**src/rtl/sup_pkg.sv**
```systemverilog
package sup_pkg;
  localparam int PH_W    = 3;
  localparam int SEL_W   = 3;
  localparam int N_EVT   = 2;
  localparam int CFG_W   = 3 + 5 * SEL_W;

  typedef logic [PH_W-1:0]  phase_t;
  typedef logic [SEL_W-1:0] sel_t;

  localparam phase_t LAST_PH      = phase_t'((1 << PH_W) - 1);
  localparam sel_t   SEL_KEEP     = sel_t'(0);
  localparam sel_t   SEL_FOLLOW   = sel_t'((1 << SEL_W) - 1);
  localparam sel_t   WAIT_NONE    = sel_t'((1 << SEL_W) - 1);
  localparam sel_t   AUTO_MATCH_PH = sel_t'(2);

  typedef struct packed {
    logic done_pipe;
    logic imp_used;
    logic match_auto;
    sel_t match_ph;
    sel_t lock_ph;
    sel_t gwe_sel;
    sel_t io_sel;
    sel_t done_sel;
  } sup_cfg_t;

  localparam sup_cfg_t SUP_CFG_DEFAULT = '{1'b0, 1'b0, 1'b0, WAIT_NONE, WAIT_NONE,
                                           sel_t'(6), sel_t'(5), sel_t'(4)};

  function automatic logic sel_is_phase(sel_t s);
    return (s != SEL_KEEP) && (s != SEL_FOLLOW);
  endfunction
endpackage

```
**src/rtl/sup_phase_ctrl.sv**
```systemverilog
module sup_phase_ctrl
  import sup_pkg::*;
(
  input  logic   clk_i,
  input  logic   rst_ni,
  input  logic   start_i,
  input  logic   lock_i,
  input  logic   match_i,
  input  logic   done_pin_i,
  input  sel_t   lock_ph_i,
  input  sel_t   match_ph_i,
  input  logic   match_auto_i,
  input  logic   imp_used_i,
  input  logic   done_pipe_i,
  input  sel_t   done_sel_i,
  output phase_t phase_o,
  output phase_t nxt_phase_o,
  output logic   adv_o,
  output logic   pipe_o,
  output logic   cmpl_o
);
  phase_t phase_q;
  logic   run_q, pipe_q, cmpl_q;
  sel_t   match_eff;
  logic   lock_stall, match_stall, pipe_hold, pipe_phase, adv;

  always_comb begin
    if (match_auto_i) match_eff = imp_used_i ? AUTO_MATCH_PH : WAIT_NONE;
    else              match_eff = match_ph_i;
  end

  assign pipe_phase  = done_pipe_i && sel_is_phase(done_sel_i) && (phase_q == done_sel_i);
  assign lock_stall  = (lock_ph_i != WAIT_NONE) && (phase_q == lock_ph_i) && !lock_i;
  assign match_stall = (match_eff != WAIT_NONE) && (phase_q == match_eff) && !match_i;
  assign pipe_hold   = pipe_phase && !pipe_q;
  assign adv         = run_q && !lock_stall && !match_stall && !pipe_hold;

  always_ff @(posedge clk_i or negedge rst_ni) begin
    if (!rst_ni) begin
      phase_q <= '0;
      run_q   <= 1'b0;
      pipe_q  <= 1'b0;
      cmpl_q  <= 1'b0;
    end else begin
      if (!run_q && !cmpl_q && start_i) begin
        run_q   <= 1'b1;
        phase_q <= '0;
      end else if (adv) begin
        if (phase_q == LAST_PH) begin
          run_q  <= 1'b0;
          cmpl_q <= 1'b1;
        end else begin
          phase_q <= phase_q + phase_t'(1);
        end
      end
      if (run_q && pipe_phase && done_pin_i) pipe_q <= 1'b1;
    end
  end

  assign phase_o     = phase_q;
  assign nxt_phase_o = phase_q + phase_t'(1);
  assign adv_o       = adv;
  assign pipe_o      = pipe_q;
  assign cmpl_o      = cmpl_q;

  assert_lock_stall_R6: assert property (@(posedge clk_i) disable iff (!rst_ni)
    run_q && lock_ph_i != WAIT_NONE && phase_q == lock_ph_i && !lock_i
    |=> run_q && phase_q == $past(phase_q));

  assert_match_stall_R7: assert property (@(posedge clk_i) disable iff (!rst_ni)
    run_q && !match_auto_i && match_ph_i != WAIT_NONE && phase_q == match_ph_i && !match_i
    |=> run_q && phase_q == $past(phase_q));

  assert_auto_match_R9: assert property (@(posedge clk_i) disable iff (!rst_ni)
    run_q && match_auto_i && imp_used_i && phase_q == AUTO_MATCH_PH && !match_i
    |=> phase_q == AUTO_MATCH_PH);

  assert_step_one_R2: assert property (@(posedge clk_i) disable iff (!rst_ni)
    run_q && $past(run_q) && phase_q != $past(phase_q)
    |-> phase_q == phase_t'($past(phase_q) + phase_t'(1)));

  assert_cmpl_sticky_R11: assert property (@(posedge clk_i) disable iff (!rst_ni)
    cmpl_q |=> cmpl_q && !run_q);

  assert_cmpl_from_last_R2: assert property (@(posedge clk_i) disable iff (!rst_ni)
    $rose(cmpl_q) |-> $past(phase_q) == LAST_PH);
endmodule

```
**src/rtl/sup_done.sv**
```systemverilog
module sup_done
  import sup_pkg::*;
(
  input  logic   clk_i,
  input  logic   rst_ni,
  input  sel_t   done_sel_i,
  input  logic   done_pipe_i,
  input  logic   adv_i,
  input  phase_t phase_i,
  input  phase_t nxt_phase_i,
  input  logic   pipe_i,
  output logic   set_o,
  output logic   done_o
);
  logic done_q, set;

  always_comb begin
    set = 1'b0;
    if (sel_is_phase(done_sel_i) && adv_i) begin
      if (done_pipe_i) set = (phase_i == done_sel_i);
      else             set = (nxt_phase_i == done_sel_i);
    end
  end

  always_ff @(posedge clk_i or negedge rst_ni) begin
    if (!rst_ni)  done_q <= 1'b0;
    else if (set) done_q <= 1'b1;
  end

  assign set_o  = set;
  assign done_o = done_q;

  assert_done_sticky_R11: assert property (@(posedge clk_i) disable iff (!rst_ni)
    done_q |=> done_q);

  assert_done_pipe_R10: assert property (@(posedge clk_i) disable iff (!rst_ni)
    $rose(done_q) && done_pipe_i |-> $past(pipe_i));

  assert_done_keep_R4: assert property (@(posedge clk_i) disable iff (!rst_ni)
    !sel_is_phase(done_sel_i) |-> !done_q);
endmodule

```
**src/rtl/sup_event.sv**
```systemverilog
module sup_event
  import sup_pkg::*;
(
  input  logic   clk_i,
  input  logic   rst_ni,
  input  sel_t   sel_i,
  input  logic   adv_i,
  input  phase_t nxt_phase_i,
  input  logic   done_set_i,
  input  logic   done_i,
  output logic   ev_o
);
  logic ev_q, set;

  always_comb begin
    if (sel_i == SEL_FOLLOW)   set = done_set_i;
    else if (sel_is_phase(sel_i)) set = adv_i && (nxt_phase_i == sel_i);
    else                       set = 1'b0;
  end

  always_ff @(posedge clk_i or negedge rst_ni) begin
    if (!rst_ni)  ev_q <= 1'b0;
    else if (set) ev_q <= 1'b1;
  end

  assign ev_o = ev_q;

  assert_ev_sticky_R11: assert property (@(posedge clk_i) disable iff (!rst_ni)
    ev_q |=> ev_q);

  assert_ev_keep_R4: assert property (@(posedge clk_i) disable iff (!rst_ni)
    sel_i == SEL_KEEP |-> !ev_q);

  assert_ev_follow_R5: assert property (@(posedge clk_i) disable iff (!rst_ni)
    sel_i == SEL_FOLLOW && $rose(ev_q) |-> $rose(done_i));
endmodule

```
**src/rtl/startup_seq.sv**
```systemverilog
module startup_seq
  import sup_pkg::*;
(
  input  logic             clk_i,
  input  logic             rst_ni,
  input  logic             start_i,
  input  logic             lock_i,
  input  logic             match_i,
  input  logic             done_pin_i,
  input  logic [CFG_W-1:0] cfg_i,
  output logic             io_release_o,
  output logic             gwe_o,
  output logic             done_o,
  output logic             complete_o
);
  sup_cfg_t cfg;
  phase_t   phase, nxt_phase;
  logic     adv, pipe, done_set, done;
  sel_t     ev_sel [N_EVT];
  logic     ev_out [N_EVT];

  assign cfg       = sup_cfg_t'(cfg_i);
  assign ev_sel[0] = cfg.io_sel;
  assign ev_sel[1] = cfg.gwe_sel;

  sup_phase_ctrl u_ctrl (
    .clk_i        (clk_i),
    .rst_ni       (rst_ni),
    .start_i      (start_i),
    .lock_i       (lock_i),
    .match_i      (match_i),
    .done_pin_i   (done_pin_i),
    .lock_ph_i    (cfg.lock_ph),
    .match_ph_i   (cfg.match_ph),
    .match_auto_i (cfg.match_auto),
    .imp_used_i   (cfg.imp_used),
    .done_pipe_i  (cfg.done_pipe),
    .done_sel_i   (cfg.done_sel),
    .phase_o      (phase),
    .nxt_phase_o  (nxt_phase),
    .adv_o        (adv),
    .pipe_o       (pipe),
    .cmpl_o       (complete_o)
  );

  sup_done u_done (
    .clk_i       (clk_i),
    .rst_ni      (rst_ni),
    .done_sel_i  (cfg.done_sel),
    .done_pipe_i (cfg.done_pipe),
    .adv_i       (adv),
    .phase_i     (phase),
    .nxt_phase_i (nxt_phase),
    .pipe_i      (pipe),
    .set_o       (done_set),
    .done_o      (done)
  );

  for (genvar g = 0; g < N_EVT; g++) begin : g_evt
    sup_event u_evt (
      .clk_i       (clk_i),
      .rst_ni      (rst_ni),
      .sel_i       (ev_sel[g]),
      .adv_i       (adv),
      .nxt_phase_i (nxt_phase),
      .done_set_i  (done_set),
      .done_i      (done),
      .ev_o        (ev_out[g])
    );
  end

  assign io_release_o = ev_out[0];
  assign gwe_o        = ev_out[1];
  assign done_o       = done;
endmodule

```
**config.mk**
```make
export PLATFORM = sky130hd
export DESIGN_NAME = startup_seq
export DESIGN_NICKNAME = d
export VERILOG_FILES = /design/src/rtl/sup_pkg.sv /design/src/rtl/sup_phase_ctrl.sv /design/src/rtl/sup_done.sv /design/src/rtl/sup_event.sv /design/src/rtl/startup_seq.sv
export SDC_FILE = /design/constraint.sdc
export NUM_CORES = 1
export LEC_CHECK = 0
export BUFFER_PORTS_ARGS = -buffer_cell sky130_fd_sc_hd__clkbuf_2
export CORE_MARGIN = 2
export CORE_UTILIZATION = 45
export DETAILED_ROUTE_END_ITERATION = 8
export PLACE_DENSITY = 0.73
export SKIP_CTS_REPAIR_TIMING = 1
export SYNTH_ARGS = -nofsm -noshare
export SYNTH_HDL_FRONTEND = slang
export SYNTH_SLANG_ARGS = --single-unit
```
**constraint.sdc**
```tcl
create_clock -name clk_i -period 2.5 [get_ports clk_i]
set_clock_uncertainty 0.2 [all_clocks]
set_input_delay 0.125 -clock clk_i [delete_from_list [all_inputs] [get_ports clk_i]]
set_output_delay 0.125 -clock clk_i [all_outputs]
set_load 0.01 [all_outputs]
```
==> run metrics <==
status=complete, but fails checks; failing checks=negative hold slack; largest net degree at the start of global routing=16; Worst Max-Slew Pin Slew=0.465 ns; fmax=433 MHz; critical setup path kind=reg2reg; initial core utilization=0.476; worst skew pair latency=0.26 ns; Yosys top cell by area=dfrtp_1; Data required, critical path=2.49 ns; vias in the first global route=812; IO Port Bufs=27; async set-reset flop share out of synthesis=1.00; post-synth top area share=0.277; Num CTS Buffers=3; die area=2160 sq um; worst r2r dst=g_evt[1].u_evt.ev_o; top cells by count, synth=a21oi_1 (9), dfrtp_1 (9), nand2_1 (9), o21ai_0 (9), xor2_1 (5); dominant synthesized flop cell=dfrtp_1; Clk Tree Root Cell=clkbuf_4; ANT cells=0; critical path endpoint category=register; TNS Setup=0 ns; register bit total from synthesis=9; met3 Usage GRT=0.0353; Post-synth EDFFs=0; synth top area cells=dfrtp_1 (28%), a21oi_1 (5.5%), o21ai_0 (5.5%); Critical R2R Launch=u_ctrl.phase_o[1]; Syn Area/Cell=8.47 sq um; Min Clock Period, post-route=2.31 ns; core area=1710 sq um; sequential area share after synthesis=0.277; First-pass DRT Iterations=4; GRT Util Overall=0.211; Tcrit/Tclk final=0.923; DP Cell Count=146; Longest Clk Path Bufs=2; Syn Nets=122; HPWL after DPL=1570 um; flop-to-flop setup slack=0.19 ns; Worst slew margin=0.689; CTS H-tree depth=1; Crit Path Max Fanout=7; Pins Over Slew Limit=0; initial antenna violation count=0; synthesized area=813 sq um; Pwr Density=1020 nW/um^2; layout cells sized above 1=0.313; Syn Inst Count=96; Netlist cell types=41; Yosys Warn Count=0; CP Capture Point=g_evt[1].u_evt.ev_o; vias=878; TritonCTS Sinks=9; TritonCTS clock tree=done; total power=0.00104 W; critical path arrival=2.30 ns; number of DRC markers in iteration 0=23; RePlAce Congestion=0.794; setup violators final=0; DRT antenna net count=0; Final Non-Filler Cells=153; average vias per placed instance=5.74; CP Launch Point=u_ctrl.phase_o[1]; Overflow after GRT=0; critical path startpoint category=register; clock-pin slew on the worst setup and hold paths=0.07 ns; fill count=153; drt drc=0; area delta synth->final=25.7%; RSZ-0062 raised after global routing=false; Die H=46.5 um; WHS=-0.00568 ns; Final Hold Viols=1; die width=46.5 um; final WL=2130 um; Lkg Pwr=0.431 nW; hold crit path type=in2reg; GR met2 Demand/Resource=0.336; I/O Pins=28; GR Util met1=0.293; depth of the worst register-to-register path=8; first-pass GRT wire length=3320 um; Worst VDD drop=673 uV; final net count=155; Max-Cap Viols=0; post-layout util=0.599; GR peak layer=met2; routed len/inst=13.9 um; row count=15
## cell usage in the layout, fill, tap and decap left out, drive strengths merged, types with 2 or more instances in the layout
master and n:
a21oi 9, a41oi 2, buf 3, clkbuf 31, dfrtp 9, dlygate4sd3 3
ha 2, nand2 9, nand3b 3, nand4b 2, nor2 2, nor2b 2
nor3 4, o211ai 3, o21ai 10, o21bai 2, or2 3, or3 2
or3b 2, xnor2 3, xor2 5
## critical path, stage by stage, from the launching register on
cell and delay, ns:
dfrtp_1 0.45, ha_1 0.22, ha_1 0.35, or3b_2 0.47
nor3_1 0.19, a41oi_1 0.06, o21ai_0 0.10, a41oi_1 0.06
o21bai_1 0.13
## worst min path at each step
stage                  start                  end  slack (ns)  depth (start not counted)
finish              cfg_i[3]  g_evt[0].u_evt.ev_o      -0.006                          3
detailed placement    rst_ni        u_done.done_o       -0.21                          1
CTS                   rst_ni  g_evt[0].u_evt.ev_o       -0.48                          1
global route        cfg_i[3]  g_evt[0].u_evt.ev_o        0.02                          3
floorplan             rst_ni  g_evt[0].u_evt.ev_o       -0.37                          0
global placement      rst_ni        u_done.done_o       -0.21                          1
## report_power, final
group	total, W	switching [W]	internal (W)
logic	0.000652	0.000359	0.000293
clock network	0.000116	0.0000545	0.0000616
registers	0.000273	0.0000667	0.000207
total	0.00104	0.000480	0.000561
## cells by family (layout without fill, tap and decap cells)
kind of cell | after synthesis | in the layout | synth area share
compound gates | 35 | 35 | 0.295
xor+xnor | 8 | 8 | 0.0862
fa+ha+maj | 2 | 2 | 0.0308
buf+inv | 6 | 38 | 0.0492
flops | 9 | 9 | 0.277
simple gates | 36 | 36 | 0.262
## layout make-up
| cell class | count | area (sq um) | share of cell area |
|---|---|---|---|
| timing repair buffer | 33 | 188 | 0.184 |
| inverter | 1 | 3.75 | 0.00367 |
| multi-input combinational | 81 | 548 | 0.536 |
| clock buffer | 4 | 26.3 | 0.0257 |
| tap | 25 | 31.3 | 0.0306 |
| sequential | 9 | 225 | 0.220 |
## flip-flops by register name, indices dropped and copies added, names as in the netlist
register          count
u_ctrl.cmpl_o         1
u_done.done_o         1
u_ctrl.pipe_o         1
u_ctrl.phase_o        3
u_ctrl.run_q          1
g_evt.u_evt.ev_o      2
## metal layers
| metal | vias to the layer above | routed length (um) |
|---|---|---|
| met4 | 0 | 0 |
| met3 | 0 | 63 |
| met5 | - | 0 |
| met2 | 25 | 1060 |
| met1 | 423 | 1010 |
| li1 | 430 | - |
## stage by stage
step | setup slack (ns) | cell area, sq um
6_report | 0.193 | 1020
5_1_grt | 0.0427 | 1020
4_1_cts | 0.191 | 992
3_5_place_dp | 0.196 | 966
3_3_place_gp | 0.274 | 966
2_1_floorplan | 0.262 | 813
No activity file was read; power rests on OpenSTA's default activity.
